===== src/rtl/fmm_pkg.sv =====
package fmm_pkg;

  typedef enum logic [1:0] {
    OP_SMAX = 2'd0,
    OP_SMIN = 2'd1,
    OP_AMAX = 2'd2,
    OP_AMIN = 2'd3
  } fmm_op_e;

  typedef struct packed {
    logic sgn_gt;
    logic sgn_lt;
    logic mag_gt;
    logic mag_lt;
  } fmm_rel_t;

endpackage


===== src/rtl/fmm_classify.sv =====
module fmm_classify #(
  parameter int EXP_W = 8,
  parameter int MAN_W = 23,
  localparam int W = 1 + EXP_W + MAN_W
) (
  input  logic [W-1:0] val,
  output logic         sign,
  output logic [W-2:0] mag,
  output logic         is_nan,
  output logic         is_zero
);

  logic [EXP_W-1:0] exp_f;
  logic [MAN_W-1:0] man_f;

  assign exp_f   = val[W-2 -: EXP_W];
  assign man_f   = val[MAN_W-1:0];
  assign sign    = val[W-1];
  assign mag     = val[W-2:0];
  assign is_nan  = (&exp_f) && (|man_f);
  assign is_zero = ~|mag;

endmodule


===== src/rtl/fmm_compare.sv =====
module fmm_compare
  import fmm_pkg::*;
#(
  parameter int MAG_W = 31
) (
  input  logic             sign_a,
  input  logic             sign_b,
  input  logic [MAG_W-1:0] mag_a,
  input  logic [MAG_W-1:0] mag_b,
  input  logic             zero_a,
  input  logic             zero_b,
  output fmm_rel_t         rel
);

  logic m_gt, m_lt;

  assign m_gt = mag_a > mag_b;
  assign m_lt = mag_a < mag_b;

  always_comb begin
    rel.mag_gt = m_gt;
    rel.mag_lt = m_lt;
    if (zero_a && zero_b) begin
      rel.sgn_gt = 1'b0;
      rel.sgn_lt = 1'b0;
    end else if (sign_a != sign_b) begin
      rel.sgn_gt = ~sign_a;
      rel.sgn_lt = sign_a;
    end else if (!sign_a) begin
      rel.sgn_gt = m_gt;
      rel.sgn_lt = m_lt;
    end else begin
      rel.sgn_gt = m_lt;
      rel.sgn_lt = m_gt;
    end
  end

endmodule


===== src/rtl/fmm_select.sv =====
module fmm_select
  import fmm_pkg::*;
#(
  parameter int W = 32
) (
  input  fmm_op_e     op,
  input  fmm_rel_t    rel,
  input  logic        any_nan,
  input  logic [W-1:0] opnd_a,
  input  logic [W-1:0] opnd_b,
  output logic [W-1:0] result,
  output logic         invalid
);

  logic a_wins;

  always_comb begin
    unique case (op)
      OP_SMAX: a_wins = rel.sgn_gt;
      OP_SMIN: a_wins = rel.sgn_lt;
      OP_AMAX: a_wins = rel.mag_gt;
      OP_AMIN: a_wins = rel.mag_lt;
      default: a_wins = 1'b0;
    endcase
  end

  assign invalid = any_nan;
  assign result  = (a_wins && !any_nan) ? opnd_a : opnd_b;

endmodule


===== src/rtl/fmm_stage.sv =====
module fmm_stage #(
  parameter int DW = 33
) (
  input  logic          clk,
  input  logic          rst_n,
  input  logic          s_valid,
  output logic          s_ready,
  input  logic [DW-1:0] s_data,
  output logic          m_valid,
  input  logic          m_ready,
  output logic [DW-1:0] m_data
);

  logic          v_q;
  logic [DW-1:0] d_q;
  logic          take_in;

  assign s_ready = !v_q || m_ready;
  assign take_in = s_valid && s_ready;

  always_ff @(posedge clk or negedge rst_n) begin
    if (!rst_n) begin
      v_q <= 1'b0;
    end else if (take_in) begin
      v_q <= 1'b1;
    end else if (m_ready) begin
      v_q <= 1'b0;
    end
  end

  always_ff @(posedge clk or negedge rst_n) begin
    if (!rst_n) begin
      d_q <= '0;
    end else if (take_in) begin
      d_q <= s_data;
    end
  end

  assign m_valid = v_q;
  assign m_data  = d_q;

endmodule


===== src/rtl/fp_minmax_sel.sv =====
module fp_minmax_sel
  import fmm_pkg::*;
#(
  parameter int EXP_W = 8,
  parameter int MAN_W = 23,
  localparam int W = 1 + EXP_W + MAN_W
) (
  input  logic         clk,
  input  logic         rst_n,
  input  logic         in_valid,
  output logic         in_ready,
  input  logic [1:0]   in_op,
  input  logic [W-1:0] in_a,
  input  logic [W-1:0] in_b,
  output logic         out_valid,
  input  logic         out_ready,
  output logic [W-1:0] out_data,
  output logic         out_invalid
);

  localparam int NOPS = 2;

  logic [W-1:0] opnd   [NOPS];
  logic         sgn_v  [NOPS];
  logic [W-2:0] mag_v  [NOPS];
  logic         nan_v  [NOPS];
  logic         zero_v [NOPS];

  assign opnd[0] = in_a;
  assign opnd[1] = in_b;

  for (genvar gi = 0; gi < NOPS; gi++) begin : g_cls
    fmm_classify #(.EXP_W(EXP_W), .MAN_W(MAN_W)) u_cls (
      .val    (opnd[gi]),
      .sign   (sgn_v[gi]),
      .mag    (mag_v[gi]),
      .is_nan (nan_v[gi]),
      .is_zero(zero_v[gi])
    );
  end

  fmm_rel_t rel;

  fmm_compare #(.MAG_W(W-1)) u_cmp (
    .sign_a(sgn_v[0]),
    .sign_b(sgn_v[1]),
    .mag_a (mag_v[0]),
    .mag_b (mag_v[1]),
    .zero_a(zero_v[0]),
    .zero_b(zero_v[1]),
    .rel   (rel)
  );

  logic [W-1:0] sel_res;
  logic         sel_inv;

  fmm_select #(.W(W)) u_sel (
    .op     (fmm_op_e'(in_op)),
    .rel    (rel),
    .any_nan(nan_v[0] | nan_v[1]),
    .opnd_a (in_a),
    .opnd_b (in_b),
    .result (sel_res),
    .invalid(sel_inv)
  );

  logic [W:0] stage_out;

  fmm_stage #(.DW(W+1)) u_stage (
    .clk    (clk),
    .rst_n  (rst_n),
    .s_valid(in_valid),
    .s_ready(in_ready),
    .s_data ({sel_inv, sel_res}),
    .m_valid(out_valid),
    .m_ready(out_ready),
    .m_data (stage_out)
  );

  assign out_invalid = stage_out[W];
  assign out_data    = stage_out[W-1:0];

endmodule


===== config.mk =====
export PLATFORM = sky130hd
export DESIGN_NAME = fp_minmax_sel
export DESIGN_NICKNAME = d
export VERILOG_FILES = /design/src/rtl/fmm_pkg.sv /design/src/rtl/fmm_classify.sv /design/src/rtl/fmm_compare.sv /design/src/rtl/fmm_select.sv /design/src/rtl/fmm_stage.sv /design/src/rtl/fp_minmax_sel.sv
export SDC_FILE = /design/constraint.sdc
export NUM_CORES = 1
export LEC_CHECK = 0
export ABC_AREA = 1
export CAP_MARGIN = 20
export CORE_MARGIN = 10
export CORE_UTILIZATION = 46
export CTS_CLUSTER_SIZE = 14
export DETAILED_ROUTE_END_ITERATION = 16
export HOLD_SLACK_MARGIN = 0.08
export PLACE_DENSITY = 0.81
export SYNTH_ARGS = -nofsm -noshare
export SYNTH_HDL_FRONTEND = slang
export SYNTH_SLANG_ARGS = --single-unit

===== constraint.sdc =====
create_clock -name clk -period 1.4 [get_ports clk]
set_input_delay 0.35 -clock clk [delete_from_list [all_inputs] [get_ports clk]]
set_output_delay 0.35 -clock clk [all_outputs]
set_load 0.05 [all_outputs]

==> results.tsv, run 1 <==
stage	metric	value	unit
synthesis	post-synth top area cell	dfrtp_1	
synthesis	net count after synthesis	572	
synthesis	top cells by area, synth	dfrtp_1, nand2_1, nand3_1	
clock_tree	CTS buffer count	5	
synthesis	#FFs+latches synth	34	
status	status	did not finish	
placed_design	IO buf count	104	
floorplan	io pins	105	
clock_tree	deepest clock path buffer count	2	
floorplan	Cell Rows	29	
floorplan	Die W	101	um
placed_design	gpl congestion	0.931	
clock_tree	clock sink count	34	
timing	GR repair worst EP	u_stage.m_data[1]$_DFFE_PN0P_/D	
clock_tree	clk root buf	clkbuf_8	
synthesis	Cell Area, Synth	3010	um2
synthesis	Ys Warns	0	
status	Stop stage	global routing (5_1_grt)	
timing	worst endpoint pin kind	register data pin	
floorplan	Initial Utilization	47.3	%
placed_design	dpl cells	713	
synthesis	Mapped Cells	471	
clock_tree	H-tree levels	2	
global_routing	largest net degree at the start of global routing	25	
synthesis	Synth top area share	28.3	%
status	Err	[ERROR DPL-0038] Utilization greater than 100%, impossible to legalize	
placed_design	worst slack, placed	-1.31	ns
synthesis	Unique masters post-synth	25	
synthesis	Seq/Total Area, Yosys	28.3	%
floorplan	Vert. Die Dim	101	um
synthesis	Avg Cell Area, Syn	6.38	um2
placed_design	DP Wirelength	9.76	mm
## cell families after synthesis
logic type	count (synthesis)	share of synthesized area, %
adders and majority gates	31	12.9
and+or+nand+nor	289	41.1
xor gates and xnor gates	2	0.583
buffers and inverters	101	14.2
DFF	34	28.3
AOI/OAI and AO/OA	14	2.87
## cells in the mapped netlist (all sizes together)
| master | count |
|---|---|
| ha | 31 |
| clkbuf | 3 |
| a21oi | 11 |
| nor4b | 1 |
| o21ai | 1 |
| dfrtp | 34 |
| xnor2 | 1 |
| a21o | 2 |
| nor2 | 39 |
| inv | 84 |
| buf | 12 |
| nand2 | 161 |
| clkinv | 2 |
| nor3b | 1 |
| xor2 | 1 |
| nand4 | 5 |
| nor3 | 1 |
| nand3 | 81 |
## per-stage QoR
stage | hold WS, ns | setup TNS [ns] | cell area, um2
floorplan | 0.0544 | -12.55 | 3400
global placement | 0.353 | -38.62 | 5370
detailed placement | 0.355 | -40.67 | 5370
CTS | 0.436 | -15.09 | 5880
## timing repair
item,CTS
cloned,3
buffers inserted,20
endpoints found under the hold margin,34
hold buffers,1
gates resized for setup,344
endpoints found under the setup margin,34
pin swaps,86
==> inputs of run 2 (changes only) <==
Settings changed: CORE_UTILIZATION 46 to 40, CTS_CLUSTER_SIZE 14 to default, HOLD_SLACK_MARGIN 0.08 to default, PLACE_DENSITY 0.81 to default, PLACE_DENSITY_LB_ADDON from default to 0.15.
==> run 2 against run 1 <==
Net effect:
- synthesized cell count did not move
- the flow now finishes, with violations (setup timing)
- synthesized area did not move
==> results.tsv, run 2 <==
stage	metric	value	unit	change
status	status	complete, but fails checks		was did not finish
status	failing checks	setup timing		
power_and_ir_drop	Peak VDD IR	0.000867	V	
detailed_routing	Detailed Route WL	15.7	mm	
timing	Slew HR	71.9	%	
clock_tree	clk root buf	clkbuf_8		unchanged
detailed_routing	uppermost layer routed	met4		
floorplan	DIE AREA	11400	um2	
synthesis	Synth top area share	28.3	%	unchanged
placed_design	placed inst area	5370	um2	about the same
timing	Worst Tran Pin Value	0.422	ns	
setup_path	CP endpoint kind	flop		
global_routing	global-route wire length before repair	21.4	mm	
setup_path	maximum fanout along the worst path	7		
placed_design	gpl congestion	0.893		was 0.931
setup_path	CP startpoint kind	primary input		
floorplan	Die W	107	um	was 101 um
detailed_routing	wire per inst	20.6	um	
finish	Antenna diodes	0		
finish	most common cell after layout, fill and taps aside	nand2_1		
finish	layout cells sized above 1	58.4	%	
clock_tree	CTS tree	yes		
synthesis	Cell Area, Synth	3010	um2	unchanged
floorplan	Cell Rows	31		was 29
synthesis	Seq/Total Area, Yosys	28.3	%	unchanged
synthesis	Unique masters post-synth	25		unchanged
clock_tree	H-tree levels	2		unchanged
global_routing	vias in the first global route	4446		
synthesis	net count after synthesis	572		unchanged
finish	commonest non-fill, non-tap cells in the layout	nand2_1, buf_4, inv_1, nand3_1, buf_2		
placed_design	IO buf count	104		unchanged
finish	area grow syn2layout	107	%	
timing	min Tclk post-route	2.14	ns	
synthesis	post-synth top area cell	dfrtp_1		unchanged
floorplan	Vert. Die Dim	107	um	was 101 um
timing	Final Hold Fails	0		
synthesis	top cells by area, synth	dfrtp_1, nand2_1, nand3_1		unchanged
synthesis	async set-reset flop share out of synthesis	100	%	unchanged
finish	max reg flops	33		
clock_tree	CTS buffer count	5		unchanged
finish	fin nets	764		
placed_design	worst slack, placed	-1.29	ns	was -1.31 ns
floorplan	core box area	7290	um2	
detailed_routing	initial DRC count	322		
synthesis	Post-synth EDFFs	0		unchanged
detailed_routing	DR WL met2	8.10	mm	
synthesis	Mapped Cells	471		unchanged
timing	clk_skew	0.00440	ns	
finish	Final Core Density	85.6	%	
clock_tree	clock slew at reported path FFs	0.08	ns	
synthesis	Avg Cell Area, Syn	6.38	um2	unchanged
detailed_routing	WL met1	5.22	mm	
setup_path	CP Class	in -> reg		
synthesis	most common cell in the netlist	nand2_1		unchanged
timing	unrepaired setup endpoints after global routing	yes		
detailed_routing	Detail Route Antenna Nets	0		
timing	maximum clock frequency	468	MHz	
detailed_routing	routed length on met3	1.29	mm	
detailed_routing	via count	4189		
timing	Max Slew Vio Count	0		
global_routing	GRT Residual Overflow	0		
clock_tree	deepest clock path buffer count	2		unchanged
global_routing	largest net degree at the start of global routing	24		
floorplan	io pins	105		unchanged
placed_design	DP Wirelength	9.15	mm	was 9.76 mm
power_and_ir_drop	Power Dens Cells	971	nW/um2	
flow_run	Max Cap Violations	0		
power_and_ir_drop	Pleak	3.18	nW	
min_path	hold crit path type	in -> reg		
global_routing	initial antenna violation count	0		
clock_tree	clock sink count	34		unchanged
synthesis	Ys Warns	0		unchanged
detailed_routing	DRC Markers	0		
timing	Final setup viols	32		
global_routing	total track usage	23.2	%	
timing	final worst path period share	153	%	
synthesis	top post-synthesis cells by count	nand2_1, nand3_1, inv_1		unchanged
finish	Post-Layout Inst Area	6240	um2	
clock_tree	Skew-Pair Late Insertion Delay	0.30	ns	
setup_path	Worst Path Required	1.63	ns	
synthesis	Main synth FF type	dfrtp_1		unchanged
timing	fin worst setup slack	-0.737	ns	
setup_path	Crit path arrival time	2.37	ns	
floorplan	Initial Utilization	41.2	%	was 47.3%
synthesis	#FFs+latches synth	34		unchanged
detailed_routing	Via density	5.49		
detailed_routing	drt first pass iters	8		
-- run 2: kinds of logic after synthesis --
group           count (synthesis)  synth area share (%)
flops                          34                  28.3
xor+xnor                        2                 0.583
fa+ha+maj                      31                  12.9
buf+inv                       101                  14.2
simple gates                  289                  41.1
compound gates                 14                  2.87
-- run 2: worst paths after layout --
check,cells past startpoint,startpoint,slack [ns],endpoint
worst max-delay path,17,in_a[6],-0.74,u_stage.m_data[31]
worst min-delay path,5,in_b[17],0.40,u_stage.m_data[17]
worst max register to register,6,u_stage.m_valid,0.06,u_stage.m_data[8]
worst min register to register,2,u_stage.m_data[12],0.55,u_stage.m_data[12]
max in group asynchronous,3,rst_n,0.44,u_stage.m_data[29]
min in group asynchronous,2,rst_n,0.51,u_stage.m_data[15]
-- run 2: per-layer routing --
metal / global-route usage, % / up-vias
li1: - / 1851
met2: 42.8 / 271
met3: 6.35 / 98
met1: 23.3 / 1969
met5: 0 / -
met4: 11.6 / 0
-- run 2: cell type report --
type                    count  area, um2
flip-flops and latches     34        852
well taps                  99        124
inverters                  86        374
clock inverters             3       40.0
fillers                   385       1050
repair buffers            200       2120
clock buffers               5       68.8
multi-input cells         336       2660
-- run 2: per-stage QoR --
step | power [mW] | TNS, ns | hold WS [ns] | instances
final | 6.06 | -22.06 | 0.396 | 763
after global routing | 6.26 | -23.42 | 0.407 | 763
after CTS | 5.68 | -14.18 | 0.392 | 761
after detailed placement | 4.39 | -40.94 | 0.304 | 734
after global placement | 4.34 | -38.62 | 0.303 | 734
after floorplan | 2.80 | -12.55 | 0.0544 | 471
-- run 2: power by group --
| group | internal (mW) | leakage (nW) | switching (mW) | total (mW) |
|---|---|---|---|---|
| Combinational | 1.73 | 2.71 | 1.95 | 3.69 |
| Sequential | 1.17 | 0.412 | 0.240 | 1.41 |
| Clock | 0.525 | 0.0579 | 0.431 | 0.956 |
| Total | 3.43 | 3.18 | 2.62 | 6.06 |
-- run 2: repair_timing --
action,4_1_cts,5_1_grt
hold endpoints to repair,15,0
setup endpoints to repair,34,33
pin swaps,71,39
gates resized for setup,352,81
hold buffers,1,0
gates cloned,5,1
setup buffers,14,2
-- run 2: critical path, stage by stage --
cell	delay (ns)
buf_2	0.13
ha_4	0.25
nand2_1	0.08
nand2_1	0.10
a21oi_2	0.17
nand2_2	0.10
nand2_2	0.09
nand2_2	0.07
nand2_2	0.08
nand2_4	0.07
a21oi_4	0.23
buf_12	0.14
nand2_8	0.10
clkbuf_16	0.19
nand2_4	0.06
nand3_2	0.05
nand2_1	0.11
Power figures use the tool's default switching activity.
